File: src/rtl/spi_port_pkg.sv
package spi_port_pkg;

  typedef enum logic [1:0] {
    MODE_FAST  = 2'b00,
    MODE_MID   = 2'b01,
    MODE_SLOW  = 2'b10,
    MODE_SLAVE = 2'b11
  } spiMode_e;

  // Strobes from control to the shift datapath
  typedef struct packed {
    logic load;    // take a new byte from the register port
    logic sample;  // capture serial input (leading edge)
    logic shift;   // advance the buffer (trailing edge)
    logic commit;  // copy the completed byte to the read register
  } shiftStrobe_t;

  localparam logic [1:0] ADDR_CTRL = 2'd0;
  localparam logic [1:0] ADDR_FMT  = 2'd1;
  localparam logic [1:0] ADDR_DATA = 2'd2;
  localparam logic [1:0] ADDR_STAT = 2'd3;

endpackage

File: src/rtl/spi_port_sync.sv
module spi_port_sync #(
  parameter int STAGES = 2,
  parameter int WIDTH = 1,
  parameter logic [WIDTH-1:0] RST_VAL = '0
) (
  input  logic             clk,
  input  logic             rstN,
  input  logic [WIDTH-1:0] din,
  output logic [WIDTH-1:0] dout
);
  logic [WIDTH-1:0] stage [STAGES];

  always_ff @(posedge clk or negedge rstN) begin
    if (!rstN) begin
      for (int i = 0; i < STAGES; i++) stage[i] <= RST_VAL;
    end else begin
      stage[0] <= din;
      for (int i = 1; i < STAGES; i++) stage[i] <= stage[i-1];
    end
  end

  assign dout = stage[STAGES-1];
endmodule

File: src/rtl/spi_port_clkgen.sv
module spi_port_clkgen #(
  parameter int RATE0_DIV = 4,
  parameter int RATE1_DIV = 16,
  parameter int RATE2_DIV = 64,
  parameter int PRE_DIV = 4
) (
  input  logic       clk,
  input  logic       rstN,
  input  logic       run,
  input  logic [1:0] rateSel,
  input  logic       preSel,
  output logic       tick
);
  localparam int MAX_HALF = (RATE2_DIV / 2) * PRE_DIV;
  localparam int CNT_W = $clog2(MAX_HALF + 1);

  logic [CNT_W-1:0] baseHalf, halfLen, cnt;
  logic wrap;

  always_comb begin
    case (rateSel)
      2'd0:    baseHalf = CNT_W'(RATE0_DIV / 2);
      2'd1:    baseHalf = CNT_W'(RATE1_DIV / 2);
      default: baseHalf = CNT_W'(RATE2_DIV / 2);
    endcase
    halfLen = preSel ? CNT_W'(baseHalf * PRE_DIV) : baseHalf;
  end

  assign wrap = (cnt == halfLen - CNT_W'(1));
  assign tick = run && wrap;

  always_ff @(posedge clk or negedge rstN) begin
    if (!rstN)          cnt <= '0;
    else if (!run)      cnt <= '0;
    else if (wrap)      cnt <= '0;
    else                cnt <= cnt + CNT_W'(1);
  end
endmodule

File: src/rtl/spi_port_dp.sv
module spi_port_dp
  import spi_port_pkg::*;
#(
  parameter int DATA_W = 8
) (
  input  logic              clk,
  input  logic              rstN,
  input  shiftStrobe_t      stb,
  input  logic [DATA_W-1:0] loadData,
  input  logic              lsbFirst,
  input  logic              serialIn,
  output logic              curBit,
  output logic [DATA_W-1:0] rxData
);
  logic [DATA_W-1:0] shiftReg, shiftNext;
  logic sampleBit;

  assign shiftNext = lsbFirst ? {sampleBit, shiftReg[DATA_W-1:1]}
                              : {shiftReg[DATA_W-2:0], sampleBit};
  assign curBit = lsbFirst ? shiftReg[0] : shiftReg[DATA_W-1];

  always_ff @(posedge clk or negedge rstN) begin
    if (!rstN) begin
      shiftReg  <= '0;
      sampleBit <= 1'b0;
      rxData    <= '0;
    end else begin
      if (stb.load)        shiftReg <= loadData;
      else if (stb.shift)  shiftReg <= shiftNext;
      if (stb.sample)      sampleBit <= serialIn;
      if (stb.commit)      rxData <= shiftNext;
    end
  end
endmodule

File: src/rtl/spi_port_ctrl.sv
module spi_port_ctrl
  import spi_port_pkg::*;
#(
  parameter int DATA_W = 8
) (
  input  logic              clk,
  input  logic              rstN,
  input  logic              regWrEn,
  input  logic [1:0]        regAddr,
  input  logic [DATA_W-1:0] regWdata,
  output logic [DATA_W-1:0] regRdata,
  input  logic              tick,
  output logic              run,
  output logic [1:0]        rateSel,
  output logic              preSel,
  input  logic              sckS,
  input  logic              scsS,
  input  logic              sdiS,
  input  logic              sdiIn,
  input  logic              curBit,
  input  logic [DATA_W-1:0] rxData,
  output shiftStrobe_t      stb,
  output logic [DATA_W-1:0] loadData,
  output logic              lsbFirst,
  output logic              serialIn,
  output logic              sckOut,
  output logic              sckOe,
  output logic              scsOut,
  output logic              scsOe,
  output logic              sdoOut,
  output logic              sdoOe,
  output logic              irq,
  output logic              portEn,
  output logic              isMaster,
  output logic              busy,
  output logic              wcolFlag
);
  localparam int BIT_W = $clog2(DATA_W);

  spiMode_e modeR;
  logic clkSrcR, csEnR, enR, polR, lsbR, doneR, wcolR;
  logic xferOn, phase, sckPrev;
  logic [BIT_W-1:0] bitCnt;

  logic wrCtrl, wrFmt, wrData, wrStat;
  logic slaveOn, slaveSel, sckMoved;
  logic lead, trail, lastBit, finish, abortByte, collide;

  assign wrCtrl = regWrEn && (regAddr == ADDR_CTRL);
  assign wrFmt  = regWrEn && (regAddr == ADDR_FMT);
  assign wrData = regWrEn && (regAddr == ADDR_DATA);
  assign wrStat = regWrEn && (regAddr == ADDR_STAT);

  assign isMaster = (modeR != MODE_SLAVE);
  assign slaveOn  = enR && !isMaster;
  assign slaveSel = !csEnR || !scsS;
  assign sckMoved = (sckS != sckPrev);

  always_comb begin
    if (isMaster) begin
      lead  = tick && !phase;
      trail = tick && phase;
    end else begin
      lead  = slaveOn && slaveSel && sckMoved && (sckPrev == polR);
      trail = slaveOn && slaveSel && sckMoved && (sckPrev != polR);
    end
  end

  assign lastBit   = (bitCnt == BIT_W'(DATA_W - 1));
  assign finish    = trail && lastBit;
  assign abortByte = slaveOn && csEnR && scsS && (bitCnt != '0);
  assign busy      = isMaster ? xferOn : (bitCnt != '0);
  assign collide   = wrData && busy;

  assign stb.load   = wrData && !busy;
  assign stb.sample = lead;
  assign stb.shift  = trail;
  assign stb.commit = finish;
  assign loadData   = regWdata;
  assign lsbFirst   = lsbR;
  assign serialIn   = isMaster ? sdiIn : sdiS;

  assign run     = xferOn;
  assign rateSel = modeR;
  assign preSel  = clkSrcR;

  // Bus-side drive
  assign sckOut = polR ^ phase;
  assign sckOe  = enR && isMaster;
  assign scsOut = !xferOn;
  assign scsOe  = enR && csEnR && isMaster;
  assign sdoOut = (isMaster ? xferOn : slaveSel) ? curBit : 1'b1;
  assign sdoOe  = enR;

  assign irq      = doneR;
  assign portEn   = enR;
  assign wcolFlag = wcolR;

  always_comb begin
    case (regAddr)
      ADDR_CTRL: regRdata = {{(DATA_W-5){1'b0}}, enR, csEnR, clkSrcR, modeR};
      ADDR_FMT:  regRdata = {{(DATA_W-2){1'b0}}, lsbR, polR};
      ADDR_DATA: regRdata = rxData;
      default:   regRdata = {{(DATA_W-2){1'b0}}, wcolR, doneR};
    endcase
  end

  always_ff @(posedge clk or negedge rstN) begin
    if (!rstN) begin
      modeR   <= MODE_FAST;
      clkSrcR <= 1'b0;
      csEnR   <= 1'b0;
      enR     <= 1'b0;
      polR    <= 1'b0;
      lsbR    <= 1'b0;
      doneR   <= 1'b0;
      wcolR   <= 1'b0;
      xferOn  <= 1'b0;
      phase   <= 1'b0;
      sckPrev <= 1'b0;
      bitCnt  <= '0;
    end else begin
      sckPrev <= sckS;
      if (wrCtrl) begin
        modeR   <= spiMode_e'(regWdata[1:0]);
        clkSrcR <= regWdata[2];
        csEnR   <= regWdata[3];
        enR     <= regWdata[4];
      end
      if (wrFmt) begin
        polR <= regWdata[0];
        lsbR <= regWdata[1];
      end
      if (wrData && !busy && isMaster && enR) begin
        xferOn <= 1'b1;
        phase  <= 1'b0;
        bitCnt <= '0;
      end
      if (tick) phase <= !phase;
      if (trail) begin
        bitCnt <= lastBit ? '0 : bitCnt + BIT_W'(1);
        if (lastBit && isMaster) xferOn <= 1'b0;
      end
      if (abortByte) bitCnt <= '0;
      if (finish)                       doneR <= 1'b1;
      else if (wrStat && regWdata[0])   doneR <= 1'b0;
      if (collide)                      wcolR <= 1'b1;
      else if (wrStat && regWdata[1])   wcolR <= 1'b0;
    end
  end
endmodule

File: src/rtl/spi_port.sv
module spi_port
  import spi_port_pkg::*;
#(
  parameter int DATA_W = 8,
  parameter int RATE0_DIV = 4,
  parameter int RATE1_DIV = 16,
  parameter int RATE2_DIV = 64,
  parameter int PRE_DIV = 4,
  parameter int SYNC_STAGES = 2
) (
  input  logic              clk,
  input  logic              rstN,
  input  logic              regWrEn,
  input  logic [1:0]        regAddr,
  input  logic [DATA_W-1:0] regWdata,
  output logic [DATA_W-1:0] regRdata,
  output logic              irq,
  input  logic              sckIn,
  output logic              sckOut,
  output logic              sckOe,
  input  logic              scsIn,
  output logic              scsOut,
  output logic              scsOe,
  input  logic              sdiIn,
  output logic              sdoOut,
  output logic              sdoOe
);
  shiftStrobe_t stb;
  logic [DATA_W-1:0] loadData, rxData;
  logic sckS, scsS, sdiS, tick, run, preSel, lsbFirst, serialIn, curBit;
  logic portEn, isMaster, busy, wcolFlag;
  logic [1:0] rateSel;

  spi_port_sync #(.STAGES(SYNC_STAGES), .WIDTH(1), .RST_VAL(1'b0)) u_sckSync (
    .clk(clk), .rstN(rstN), .din(sckIn), .dout(sckS));

  spi_port_sync #(.STAGES(SYNC_STAGES), .WIDTH(2), .RST_VAL(2'b11)) u_linkSync (
    .clk(clk), .rstN(rstN), .din({scsIn, sdiIn}), .dout({scsS, sdiS}));

  spi_port_clkgen #(.RATE0_DIV(RATE0_DIV), .RATE1_DIV(RATE1_DIV),
                    .RATE2_DIV(RATE2_DIV), .PRE_DIV(PRE_DIV)) u_clkgen (
    .clk(clk), .rstN(rstN), .run(run), .rateSel(rateSel), .preSel(preSel), .tick(tick));

  spi_port_ctrl #(.DATA_W(DATA_W)) u_ctrl (
    .clk(clk), .rstN(rstN), .regWrEn(regWrEn), .regAddr(regAddr), .regWdata(regWdata),
    .regRdata(regRdata), .tick(tick), .run(run), .rateSel(rateSel), .preSel(preSel),
    .sckS(sckS), .scsS(scsS), .sdiS(sdiS), .sdiIn(sdiIn), .curBit(curBit), .rxData(rxData),
    .stb(stb), .loadData(loadData), .lsbFirst(lsbFirst), .serialIn(serialIn),
    .sckOut(sckOut), .sckOe(sckOe), .scsOut(scsOut), .scsOe(scsOe),
    .sdoOut(sdoOut), .sdoOe(sdoOe), .irq(irq), .portEn(portEn), .isMaster(isMaster),
    .busy(busy), .wcolFlag(wcolFlag));

  spi_port_dp #(.DATA_W(DATA_W)) u_dp (
    .clk(clk), .rstN(rstN), .stb(stb), .loadData(loadData), .lsbFirst(lsbFirst),
    .serialIn(serialIn), .curBit(curBit), .rxData(rxData));
endmodule

File: config.mk
export PLATFORM = sky130hd
export DESIGN_NAME = spi_port
export DESIGN_NICKNAME = d
export VERILOG_FILES = /design/src/rtl/spi_port_pkg.sv /design/src/rtl/spi_port_sync.sv /design/src/rtl/spi_port_clkgen.sv /design/src/rtl/spi_port_dp.sv /design/src/rtl/spi_port_ctrl.sv /design/src/rtl/spi_port.sv
export SDC_FILE = /design/constraint.sdc
export NUM_CORES = 1
export LEC_CHECK = 0
export BUFFER_PORTS_ARGS = -buffer_cell sky130_fd_sc_hd__buf_4
export CORE_MARGIN = 2
export CORE_UTILIZATION = 50
export DETAILED_ROUTE_END_ITERATION = 16
export PLACE_DENSITY_LB_ADDON = 0.15
export SYNTH_ARGS = -nofsm -noshare
export SYNTH_HDL_FRONTEND = slang
export SYNTH_HIERARCHICAL = 1
export SYNTH_SLANG_ARGS = --single-unit
File: constraint.sdc
create_clock -name clk -period 7 [get_ports clk]
set_input_delay 1.05 -clock clk [delete_from_list [all_inputs] [get_ports clk]]
set_output_delay 1.05 -clock clk [all_outputs]
set_load 0.01 [all_outputs]
; ---- Word level (Yosys, flattened, before mapping)
; Index checks and enable logic that the tools add are counted.
[op_classes]
add_sub_neg = 3
n_eq_ne = 10
n_reduce_logical = 41
n_mux = 28
bitwise = 1
[ops]
columns = op, n
row1 = 8-bit 2-to-1 mux, 6
row2 = 1-bit logical AND, 26
row3 = 8-bit one-hot mux with 3 select lines, 1
row4 = 1-bit 2-to-1 mux, 16
row5 = 3-bit 2-to-1 mux, 4
row6 = 6-bit one-hot mux with 2 select lines, 1
row7 = 8-bit by 1-bit adder with 8-bit output (second input constant), 1
row8 = 8-bit equality test, 1
row9 = 2-bit nonzero test, 4
row10 = 8-bit by 1-bit subtractor with 8-bit output (second input constant), 1
row11 = 1-bit logical NOT, 6
row12 = 3-bit nonzero test, 2
row13 = 2-bit by 1-bit equality test with 1-bit output (second input constant), 2
row14 = 2-bit equality test (second input constant), 2
row15 = 2-bit logical NOT, 2
row16 = 3-bit by 1-bit adder with 3-bit output (second input constant), 1
row17 = 3-bit equality test (second input constant), 1
row18 = 1-bit != test, 2
row19 = 2-bit != test (second input constant), 1
row20 = 1-bit equality test, 1
row21 = 1-bit logical OR, 1
row22 = 1-bit XOR, 1
[totals]
elab_cells = 103
out_inout_bits = 15
reg_bits = 46
input_bits = 16

; ---- Depth between registers and ports, before layout
; Gate-level depths: netlist of the first run.
[logic_depth]
word_depth = 10
depth_mapped = 15
ltp_nobuf = 12

; ---- Hierarchy
; The synthesis of the first run kept the hierarchy.
[by_module_without_submodules]
columns = module, instances, seq_area_each_um2, cells_per_inst, area_per_inst_um2
row1 = spi_port_ctrl, 1, 375.4, 105, 1061.0
row2 = spi_port_dp, 1, 425.4, 73, 799.5
row3 = spi_port_clkgen, 1, 200.2, 55, 550.5
row4 = spi_port_sync (u_linkSync), 1, 105.1, 6, 120.1
row5 = spi_port_sync (u_sckSync), 1, 50.0, 2, 50.0

; ---- Least setup slack after synthesis of the first run
; No wires, ideal clock.
[synth_timing]
path_type = input to output
from = input port regAddr[0]
to = output port regRdata[0]
required_ns = 5.950
slack_ns = 4.150
t_arrival_ns = 1.800
path_buffers = 1
cell_stages = 2
cell_sequence = buf_2 > mux4_2
[synth_via]
elab_chain_cells = 2
elab_cells_between_ends = 4
classes_between = eq/ne: 2 / mux: 1 / reduce/logical: 1
[synth_rtl]
columns = element, line_no
row1 = from (decl), spi_port.sv:14  ; input logic [1:0] regAddr,
row2 = "2-bit equality test, or another cell as far along", spi_port_ctrl.sv:100  ; case (regAddr)
row3 = 8-bit one-hot mux with 3 select lines *, spi_port_ctrl.sv:100
row4 = to (decl), spi_port.sv:16  ; output logic [DATA_W-1:0] regRdata,
; Mark *: on every way between the ends. The rest lies on a longest branch, timed or not.

==> results.py, run 1 <==
metrics = {
    "final_layout": {
        "fin_nets": 279,
        "synthToLayoutAreaGrowth_pct": 10.1,
        "stdcell_area_um2": 2840,
        "drive_above_1_share_pct": 26.6,
        "diodes": 0,
    },
    "cts": {
        "cts_tree": "yes",
        "cts_resized": 0,
        "cts-root-buf": "clkbuf_8",
        "clkLatencyLatePin_ns": 0.30,
        "cts_num_sinks": 46,
        "clk_pin_slew_worst_paths_ns": 0.08,
        "ctsHoldBuffers": 0,
        "htreeDepth": 2,
        "clk_path_buf_depth": 2,
        "postCtsSetupBuffers": 0,
        "cts-buffers-inserted": 5,
    },
    "place": {
        "place_area_um2": 2750,
        "place_congestion": 0.816,
        "dp_hpwl_mm": 3.75,
        "port-buffer-count": 30,
    },
    "route": {
        "viasPerCell": 5.29,
        "wl_mm": 5.11,
        "first_iter_violations": 67,
        "vias": 1739,
        "dr.pass1.iters": 4,
        "wire_per_inst_um": 15.5,
        "drc": 0,
        "ant_nets": 0,
    },
    "worst_setup_path": {
        "path_cells": "or3_1 -> ha_1 -> xor2_1 -> o2111ai_1 -> nor4_1 -> and2_1 -> nand3_1 -> o21a_4 -> nor2_1 -> nor2_1 -> a21oi_1",
        "critPathMaxFanout": 16,
        "worstSetupPathType": "reg -> reg",
        "critPathMaxStageDelay_ns": 0.70,
        "crit_top_cell": "nor2_1",
        "crit_path_start_kind": "flip-flop",
        "required_ns": 7.22,
        "endpoint": "u_dp/rxData[7]$_DFFE_PN0P_",
        "cp_slowest_cell": "nor2_1",
        "r2r_slack_ns": 3.75,
        "worst-path-buf-inv": 0,
        "r2r-end": "u_dp/rxData[7]$_DFFE_PN0P_",
        "cp.depth": 11,
        "r2r_cells": 11,
        "crit_arrival_ns": 3.47,
        "setup.worst_path.start": "u_ctrl/rateSel[0]$_DFFE_PN0P_",
        "critical_path.endpoint_type": "flip-flop",
        "cp_top_family": "simple AND/OR/NAND/NOR gates",
        "r2r_start": "u_ctrl/rateSel[0]$_DFFE_PN0P_",
    },
    "timing": {
        "rsz0062_at_grt": "false",
        "tightest_slew_ns": 0.913,
        "finalSetupTns_ns": 0,
        "finalMaxSlewViolations": 0,
        "post-route-period-util_pct": 46.4,
        "setup_viol": 0,
        "fin_skew_ns": 0.00908,
        "fmaxAchievable_mhz": 308,
        "maxSlewHeadroom_pct": 38.9,
        "hold_viol_final": 0,
        "period_minus_slack_ns": 3.25,
    },
    "logic_synthesis": {
        "yosysWarningCount": 6,
        "synthFlopType": "dfrtp_1",
        "synth-edff-count": 0,
        "syn_avg_cell_area_um2": 10.7,
        "ys_seq_elements": 46,
        "synthCells": 241,
        "synth_fp_nets": 262,
        "syn_area_um2": 2580,
        "ys_types": 50,
        "synthArstFlopShare_pct": 100,
        "seq_area_frac_synth_pct": 44.8,
    },
    "floorplan": {
        "die_y_um": 75.9,
        "rows": 26,
        "core_um2": 5040,
        "start_util_pct": 51.2,
        "io-pin-count": 31,
        "die_w_um": 75.9,
        "die_area_um2": 5750,
    },
    "power_and_ir_drop": {
        "p_leak_uw": 0.00129,
        "power_density_nw_per_um2": 325,
        "ir_worst_vdd_v": 0.000157,
    },
    "run_status": {
        "status": "finished clean",
    },
    "min_path": {
        "min_path_type": "reg -> reg",
    },
    "global_route": {
        "grt.total_usage_pct": 20.0,
        "antenna_found_initial": 0,
        "grt-ovfl-total": 0,
        "grt_pass1_vias": 1752,
        "grt_max_degree": 47,
        "grt_pass1_wl_mm": 8.34,
    },
    "flow_run": {
        "maxCapViolCount": 0,
    },
}
## routing by layer
metal / vias to the layer above / wire length, um / part of all wire (%) / global-route usage, %
li1: 867 / - / - / -
met1: 838 / 2420 / 47 / 26.8
met2: 26 / 2460 / 48 / 31.9
met3: 8 / 149 / 2.9 / 4.37
met4: 0 / 87 / 1.7 / 7.21
met5: - / 0 / 0 / 0
## cells in the mapped netlist, drive strengths merged (2+ instances only)
library cell	n	area (um^2)
a21oi	10	50.1
a32oi	2	17.5
and2	6	37.5
and3b	2	17.5
buf	20	146
dfrtp	42	1050
dfstp	4	105
ha	5	62.6
inv	8	32.5
mux2	10	113
mux2i	16	160
mux4	2	45.0
nand2	23	88.8
nand2b	7	43.8
nand3	5	25.0
nand3b	3	22.5
nor2	23	86.3
nor2b	3	18.8
nor3b	2	26.3
o211ai	9	72.6
o21ai	3	15.0
or3	3	18.8
or3b	8	70.1
xnor2	3	26.3
xor2	6	52.6
## power by group
group / switching, uW / leakage, uW / total, uW / internal, uW
Combinational: 161 / 0.000673 / 332 / 171
Sequential: 86.3 / 0.000570 / 427 / 341
Clock: 84.9 / 0.0000455 / 165 / 80.6
## through the flow
step	setup slack (ns)	util (%)	power (uW)	cells	hold WS, ns
CTS	3.74	56.4	935	329	0.353
global placement	3.86	54.6	762	321	0.333
detailed placement	3.74	54.6	765	321	0.341
finish	3.75	56.4	925	329	0.350
floorplan	4.15	-	668	241	0.331
global route	3.43	56.4	1000	329	0.355
## cell type report
cell class,instances,area [um^2]
clock buffers,8,90.1
fillers,433,2200
inverters,8,32.5
multi-input cells,166,1240
flip-flops and latches,46,1160
well taps,70,87.6
repair buffers,31,233
## cells by family after synthesis
| logic type | share of synthesized area (%) |
|---|---|
| multiplexers | 12.3 |
| adder cells (fa/ha/maj) | 2.42 |
| XOR/XNOR | 3.05 |
| AND/OR/NAND/NOR | 19.6 |
| flip-flops | 44.8 |
| buffers and inverters | 7.08 |
| AO/OA/AOI/OAI | 10.8 |
## state kept, by name (all words and copies together) (netlist names), 2 cells and up
register	cells
u_clkgen/cnt	8
u_ctrl/bitCnt	3
u_ctrl/rateSel	2
u_dp/rxData	8
u_dp/shiftReg	8
u_linkSync/dout	2
u_linkSync/stage	2
## worst min-delay path by stage
stage	start	endpoint	slack (ns)	cells after the start
final	u_linkSync/stage[3]$_DFF_PN1_	u_linkSync/dout[1]$_DFF_PN1_	0.35	0
after floorplan	u_sckSync/stage[1]$_DFF_PN0_	u_sckSync/dout$_DFF_PN0_	0.33	0
after CTS	u_linkSync/stage[3]$_DFF_PN1_	u_linkSync/dout[1]$_DFF_PN1_	0.35	0
after global routing	u_linkSync/stage[3]$_DFF_PN1_	u_linkSync/dout[1]$_DFF_PN1_	0.35	0
after detailed placement	u_sckSync/stage[1]$_DFF_PN0_	u_sckSync/dout$_DFF_PN0_	0.34	0
after global placement	u_sckSync/stage[1]$_DFF_PN0_	u_sckSync/dout$_DFF_PN0_	0.33	0
## layout by cell type, fill, tap and decap left out, types with 4 or more instances in the layout
cell type	netlist	routed
nand2b_1	7	7
mux2i_1	16	16
xor2_1	6	6
nand3_1	5	5
nand2_1	22	22
inv_1	6	6
ha_1	5	5
a21oi_1	10	10
and2_1	6	6
nor2_1	23	23
o211ai_1	8	8
dfstp_2	4	4
buf_4	16	31
clkbuf_8	0	6
mux2_2	10	10
or3b_2	6	6
dfrtp_1	42	42
Note: power is estimated with default switching activity, not from simulation.
==> inputs of run 2 (changes only) <==
ABC_AREA = 1   (was unset)
clock period = 2.8 ns   (was 7 ns; I/O delays follow)
==> run 2 against run 1 <==
Against the previous run:
- sequential cell count unchanged
- worst hold slack got worse by 0.23 ns
- final cell count grew 43%
- via count is 33% higher
- setup slack got worse by 3.5 ns
- routed wire length rose by 15%
- sequential power rose by 130%
- synthesized area up 6.2%
- non-clock buffer count is 9 higher
- critical path depth increased by 10
- clock power grew to 2.9 times the previous value
- critical endpoint is now u_dp/rxData[6]$_DFFE_PN0P_
- largest power group unchanged
- highest routed layer unchanged
==> results.py, run 2 <==
metrics = {
    "global_route": {
        "use_met2_pct": 31.5,
        "grt-ovfl-total": 0,
        "grt_max_degree": 47,
        "grt.total_usage_pct": 20.9,
        "antenna_found_initial": 0,
        "use_met1_pct": 30.5,
        "grt_busiest_layer": "met2",
        "grt_pass1_wl_mm": 9.99,
        "use_met3_pct": 4.02,
        "grt_pass1_vias": 2113,
    },
    "place": {
        "dp_hpwl_mm": 4.45,
        "place_area_um2": 2960,
        "place_congestion": 0.844,
        "port-buffer-count": 30,
    },
    "floorplan": {
        "start_util_pct": 52.6,
        "die_y_um": 78.0,
        "die_area_um2": 6090,
        "rows": 26,
        "die_w_um": 78.0,
        "io-pin-count": 31,
        "core_um2": 5200,
    },
    "final_layout": {
        "fin_nets": 421,
        "stdcell_area_um2": 3120,
        "final_util_pct": 59.9,
        "fillers": 498,
        "synthToLayoutAreaGrowth_pct": 13.8,
        "largestRegisters": "u_clkgen/cnt x8, u_dp/rxData x8, u_dp/shiftReg x8",
        "drive_above_1_share_pct": 22.2,
        "diodes": 0,
        "multi_input_area_um2": 1240,
        "layout_commonest_cell": "nand2_1",
        "layout_common_cells": "nand2_1, inv_1, dfrtp_1",
        "seqCellArea_um2": 1160,
    },
    "route": {
        "viasPerCell": 4.92,
        "vias": 2316,
        "wl_mm": 5.88,
        "wire_per_inst_um": 12.5,
        "drc": 0,
        "dr.pass1.iters": 4,
        "ant_nets": 0,
        "first_iter_violations": 165,
    },
    "timing": {
        "finalMaxSlewViolations": 0,
        "setup_viol": 0,
        "period_minus_slack_ns": 2.55,
        "fmaxAchievable_mhz": 392,
        "post-route-period-util_pct": 91.1,
        "hold_viol_final": 0,
        "fin_skew_ns": 0.00866,
        "maxSlewHeadroom_pct": 61.7,
        "tightest_slew_ns": 0.574,
    },
    "power_and_ir_drop": {
        "power_frac_seq_pct": 44.2,
        "power.internal_uw": 1380,
        "p_leak_uw": 0.00171,
        "combPwrFrac_pct": 33.6,
        "switching_power_uw": 803,
        "netSwitchingFraction_pct": 36.8,
        "power_density_nw_per_um2": 699,
        "power_frac_clock_pct": 22.2,
        "ir_worst_vdd_v": 0.000413,
    },
    "logic_synthesis": {
        "ys_seq_elements": 46,
        "synth_fp_nets": 391,
        "synth-edff-count": 0,
        "syn_avg_cell_area_um2": 7.41,
        "syn_area_um2": 2740,
        "synthCells": 370,
        "synthFlopType": "dfrtp_1",
        "seq_area_frac_synth_pct": 42.2,
        "synth_top_cell_by_area": "dfrtp_1",
        "synth_area_leaders": "dfrtp_1, nand2_1, inv_1",
        "netlist_top_cells_count": "nand2_1, inv_1, dfrtp_1, nor2_1, nand3_1",
        "synthArstFlopShare_pct": 100,
        "yosysWarningCount": 6,
        "yosysMostFrequentCell": "nand2_1",
        "ys_types": 33,
        "synth_top_area_share_pct": 38.4,
    },
    "cts": {
        "cts_num_sinks": 46,
        "cts_tree": "yes",
        "cts-root-buf": "clkbuf_8",
        "cts-buffers-inserted": 5,
        "clkLatencyLatePin_ns": 0.30,
        "htreeDepth": 2,
        "clk_path_buf_depth": 2,
        "clk_pin_slew_worst_paths_ns": 0.09,
    },
    "worst_setup_path": {
        "critical_path.endpoint_type": "flip-flop",
        "worstSetupPathType": "reg -> reg",
        "critPathMaxFanout": 8,
        "crit_arrival_ns": 2.79,
        "crit_path_start_kind": "flip-flop",
        "required_ns": 3.04,
    },
    "min_path": {
        "min_path_type": "in -> async",
    },
    "flow_run": {
        "maxCapViolCount": 0,
    },
    "run_status": {
        "status": "finished clean",
    },
}
run 2: cell count changes after synthesis, sizes merged, moves of 6 or more:
| cell | delta |
|---|---|
| inv | +51 |
| nand3 | +13 |
| o21ai | +13 |
| mux2i | -16 |
| nor2 | +11 |
| nand2b | -7 |
| and2 | -6 |
| mux2 | -9 |
| o211ai | -9 |
| or3b | -8 |
| nand2 | +120 |
run 2: kinds of logic (layout without fill, tap and decap cells):
logic type	Yosys count	count (layout)	synth area share [%]
buffers and inverters	76	107	13.1
adders and majority gates	5	5	2.28
AOI/OAI and AO/OA	37	37	8.22
and+or+nand+nor	203	203	33.0
xor gates and xnor gates	2	2	0.639
muxes	1	1	0.548
DFF	46	46	42.2
run 2: per-layer routing:
layer	share of wire [%]	vias to the layer above	wire length, um
li1	-	1182	-
met4	1.4	0	85
met5	0	-	0
met3	6.6	6	387
met1	47	1063	2780
met2	45	65	2630
run 2: area by class of cell:
class	instances	share of cell area, %
Timing Repair Buffer	40	9.63
Multi-Input combinational cell	248	39.8
Inverter	59	7.26
Tap cell	70	2.81
Clock inverter	1	0.963
Clock buffer	7	2.45
Sequential cell	46	37.1
run 2: timing repair:
item / 4_1_cts / 5_1_grt
setup buffers: 0 / 5
setup endpoints to repair: 0 / 9
gates resized for setup: 0 / 5
hold buffers: 0 / 0
run 2: path summary, 6_finish.rpt:
kind,cells after the start,from,slack (ns),to
min reg2reg,0,u_sckSync/stage[1]$_DFF_PN0_,0.35,u_sckSync/dout$_DFF_PN0_
min,1,rstN,0.12,u_sckSync/stage[1]$_DFF_PN0_
max reg2reg,21,u_ctrl/rateSel[1]$_DFFE_PN0P_,0.25,u_dp/rxData[6]$_DFFE_PN0P_
min in group clk,1,sckIn,0.23,u_sckSync/stage[1]$_DFF_PN0_
max in group asynchronous,1,rstN,2.29,u_dp/shiftReg[0]$_DFFE_PN0P_
max,21,u_ctrl/rateSel[1]$_DFFE_PN0P_,0.25,u_dp/rxData[6]$_DFFE_PN0P_
run 2: through the flow:
stage	setup TNS (ns)	worst slack [ns]	total power [uW]	instances	hold WS (ns)
global route	-0.0535	-0.0222	2350	471	0.161
detailed placement	0	0.166	1690	458	0.335
floorplan	0	0.172	1450	370	0.124
global placement	0	0.284	1670	458	0.334
CTS	0	0.138	2180	466	0.133
finish	0	0.249	2180	471	0.122
run 2: power by group through the flow:
stage | Combinational, uW | Clock, uW | Sequential [uW]
after global placement | 702 | 0 | 970
final | 732 | 484 | 963
after floorplan | 526 | 0 | 927
after CTS | 720 | 502 | 959
after detailed placement | 717 | 0 | 972
after global routing | 837 | 527 | 985
run 2: critical path, stage by stage, from the launching register on:
cell and delay, ns:
dfrtp_1 0.44, inv_2 0.08, nand2_1 0.05, nand2_1 0.05, o21ai_0 0.08, ha_1 0.30, inv_1 0.04, nand2_1 0.05
nand2_1 0.04, nor2_1 0.12, nand2_2 0.07, nor2_4 0.10, nand3_4 0.12, nor2_4 0.16, nand2_1 0.06, nand2_1 0.06
a21boi_2 0.16, nand2_2 0.12, nor2_4 0.11, buf_4 0.16, nand2_1 0.07, nand2_1 0.06
==> inputs of run 3 (changes only) <==
ABC_AREA = unset   (was 1)
==> run 3 against run 2 <==
Against the previous run:
- register-to-register slack got worse by 0.16 ns
- clock skew barely moved
- first-iteration DRC count fell by 52%
- total power rose by 11%
- sequential share of layout area rose by 1.2 points
- combinational power rose by 31%
- die area fell by 5.5%
- routed wire length fell by 4.8%
- final cell count fell by 28%
- setup slack got worse by 0.16 ns
- maximum frequency fell by 5.9%
==> results.py, run 3 (synthesis gave the netlist of run 1 again) <==
metrics = {
    "run_status": {
        "status": "finished clean",
    },
    "global_route": {
        "grt-ovfl-total": 0,
        "grt_pass1_wl_mm": 8.40,
        "grt.total_usage_pct": 20.0,
        "grt_max_degree": 47,
        "grt_pass1_vias": 1714,
        "antenna_found_initial": 0,
    },
    "cts": {
        "clk_pin_slew_worst_paths_ns": 0.09,
        "cts-buffers-inserted": 5,
        "htreeDepth": 2,
        "clkLatencyLatePin_ns": 0.30,
        "ctsHoldBuffers": 0,
        "cts-root-buf": "clkbuf_8",
        "clk_path_buf_depth": 2,
        "cts_num_sinks": 46,
        "cts_tree": "yes",
    },
    "worst_setup_path": {
        "critical_path.endpoint_type": "flip-flop",
        "cp.depth": 9,
        "cp_slowest_cell": "or3_4",
        "crit_path_start_kind": "flip-flop",
        "setup.worst_path.start": "u_ctrl/rateSel[1]$_DFFE_PN0P_",
        "cp_top_family": "simple AND/OR/NAND/NOR gates",
        "crit_arrival_ns": 2.90,
        "path_cells": "or3_4 -> ha_4 -> xor2_2 -> o2111ai_2 -> nor4_1 -> and2_1 -> nand2b_1 -> mux2i_2 -> mux2_4",
        "required_ns": 2.99,
        "critPathMaxFanout": 3,
        "worst-path-buf-inv": 0,
        "endpoint": "u_dp/sampleBit$_DFFE_PN0P_",
        "r2r_slack_ns": 0.09,
        "r2r_cells": 9,
        "r2r_start": "u_ctrl/rateSel[1]$_DFFE_PN0P_",
        "worstSetupPathType": "reg -> reg",
        "critPathMaxStageDelay_ns": 0.40,
        "r2r-end": "u_dp/sampleBit$_DFFE_PN0P_",
    },
    "floorplan": {
        "start_util_pct": 51.2,
        "die_w_um": 75.9,
        "core_um2": 5040,
        "rows": 26,
        "io-pin-count": 31,
        "die_y_um": 75.9,
        "die_area_um2": 5750,
    },
    "min_path": {
        "min_path_type": "in -> async",
    },
    "timing": {
        "finalMaxSlewViolations": 0,
        "fin_skew_ns": 0.00829,
        "period_minus_slack_ns": 2.71,
        "hold_ws_ns": 0.110,
        "maxSlewHeadroom_pct": 61.5,
        "hold_viol_final": 0,
        "tightest_slew_ns": 0.578,
        "fmaxAchievable_mhz": 369,
        "setup_viol": 0,
        "rsz0062_at_grt": "true",
        "post-route-period-util_pct": 96.8,
    },
    "route": {
        "viasPerCell": 5.33,
        "first_iter_violations": 79,
        "wire_per_inst_um": 16.5,
        "dr.pass1.iters": 5,
        "vias": 1808,
        "ant_nets": 0,
        "drc": 0,
        "wl_mm": 5.60,
    },
    "power_and_ir_drop": {
        "power_density_nw_per_um2": 804,
        "p_leak_uw": 0.00135,
        "power_uw": 2430,
        "ir_worst_vdd_v": 0.000367,
    },
    "final_layout": {
        "synthToLayoutAreaGrowth_pct": 17.1,
        "fillers": 451,
        "drive_above_1_share_pct": 36.8,
        "stdcell_area_um2": 3020,
        "diodes": 0,
        "largestRegisters": "u_clkgen/cnt x8, u_dp/rxData x8, u_dp/shiftReg x8",
        "layout_common_cells": "dfrtp_1, buf_4, nand2_1",
        "stdcell_count": 339,
        "fin_nets": 289,
        "layout_commonest_cell": "dfrtp_1",
    },
    "place": {
        "dp.cells": 325,
        "dp_hpwl_mm": 3.80,
        "port-buffer-count": 30,
        "place_congestion": 0.813,
        "place_area_um2": 2780,
    },
    "flow_run": {
        "maxCapViolCount": 0,
    },
}
run 3: cell types whose count changed in the layout (fill, tap and decap cells not counted), moves of 7 or more:
cell / previous run / this run
nand2_1: 134 / 22
inv_1: 51 / 6
mux2i_1: 0 / 15
nand3_1: 16 / 4
o21ai_0: 13 / 2
mux2_2: 0 / 9
nand2_2: 9 / 1
o211ai_1: 0 / 8
nor2_4: 8 / 1
run 3: metrics by stage:
| step | worst slack, ns | utilization, % | TNS, ns |
|---|---|---|---|
| 6_report | 0.0893 | 59.9 | 0 |
| 5_1_grt | -0.0606 | 59.9 | -0.464 |
| 4_1_cts | 0.0201 | 57.0 | 0 |
| 3_5_place_dp | 0.0195 | 55.2 | 0 |
| 3_3_place_gp | 0.0792 | 55.2 | 0 |
| 2_1_floorplan | 0.0475 | - | 0 |
run 3: power by group:
part	leakage, uW	switching [uW]	internal, uW	total [uW]
clock	0.0000441	235	176	411
combinational	0.000735	468	494	962
sequential	0.000570	205	851	1060
total	0.00135	909	1520	2430
run 3: routing by layer:
metal | up-vias | track usage, % | share of wire [%]
met1 | 896 | 27.8 | 46
met3 | 4 | 3.97 | 3.0
met5 | - | 0 | 0
met4 | 0 | 6.04 | 0.96
met2 | 26 | 31.8 | 50
li1 | 882 | - | -
run 3: worst min path at each step:
stage / slack (ns) / from / end
5_1_grt: 0.15 / rstN / u_clkgen/cnt[4]$_DFF_PN0_
3_5_place_dp: 0.34 / u_sckSync/stage[1]$_DFF_PN0_ / u_sckSync/dout$_DFF_PN0_
2_1_floorplan: 0.12 / rstN / u_clkgen/cnt[0]$_DFF_PN0_
3_3_place_gp: 0.33 / u_sckSync/stage[1]$_DFF_PN0_ / u_sckSync/dout$_DFF_PN0_
4_1_cts: 0.13 / rstN / u_clkgen/cnt[6]$_DFF_PN0_
6_report: 0.11 / rstN / u_clkgen/cnt[4]$_DFF_PN0_
run 3: timing repair:
| item | CTS | global route |
|---|---|---|
| setup buffers | 0 | 5 |
| gates cloned | 0 | 1 |
| endpoints found under the setup margin | 8 | 17 |
| pin swaps | 0 | 8 |
| gates resized for setup | 1 | 27 |
run 3: cell type report:
type	count	area, um^2	area share, %
well taps	70	87.6	2.90
clock inverters	3	21.3	0.704
clock buffers	5	68.8	2.28
multi-input cells	166	1330	44.0
inverters	8	35.0	1.16
flip-flops and latches	46	1160	38.3
repair buffers	41	323	10.7
run 3: worst register-to-register path, cell delays in order, from the launching register on:
cell	delay, ns
dfrtp_1	0.39
or3_4	0.40
ha_4	0.28
xor2_2	0.16
o2111ai_2	0.18
nor4_1	0.27
and2_1	0.21
nand2b_1	0.10
mux2i_2	0.28
mux2_4	0.33
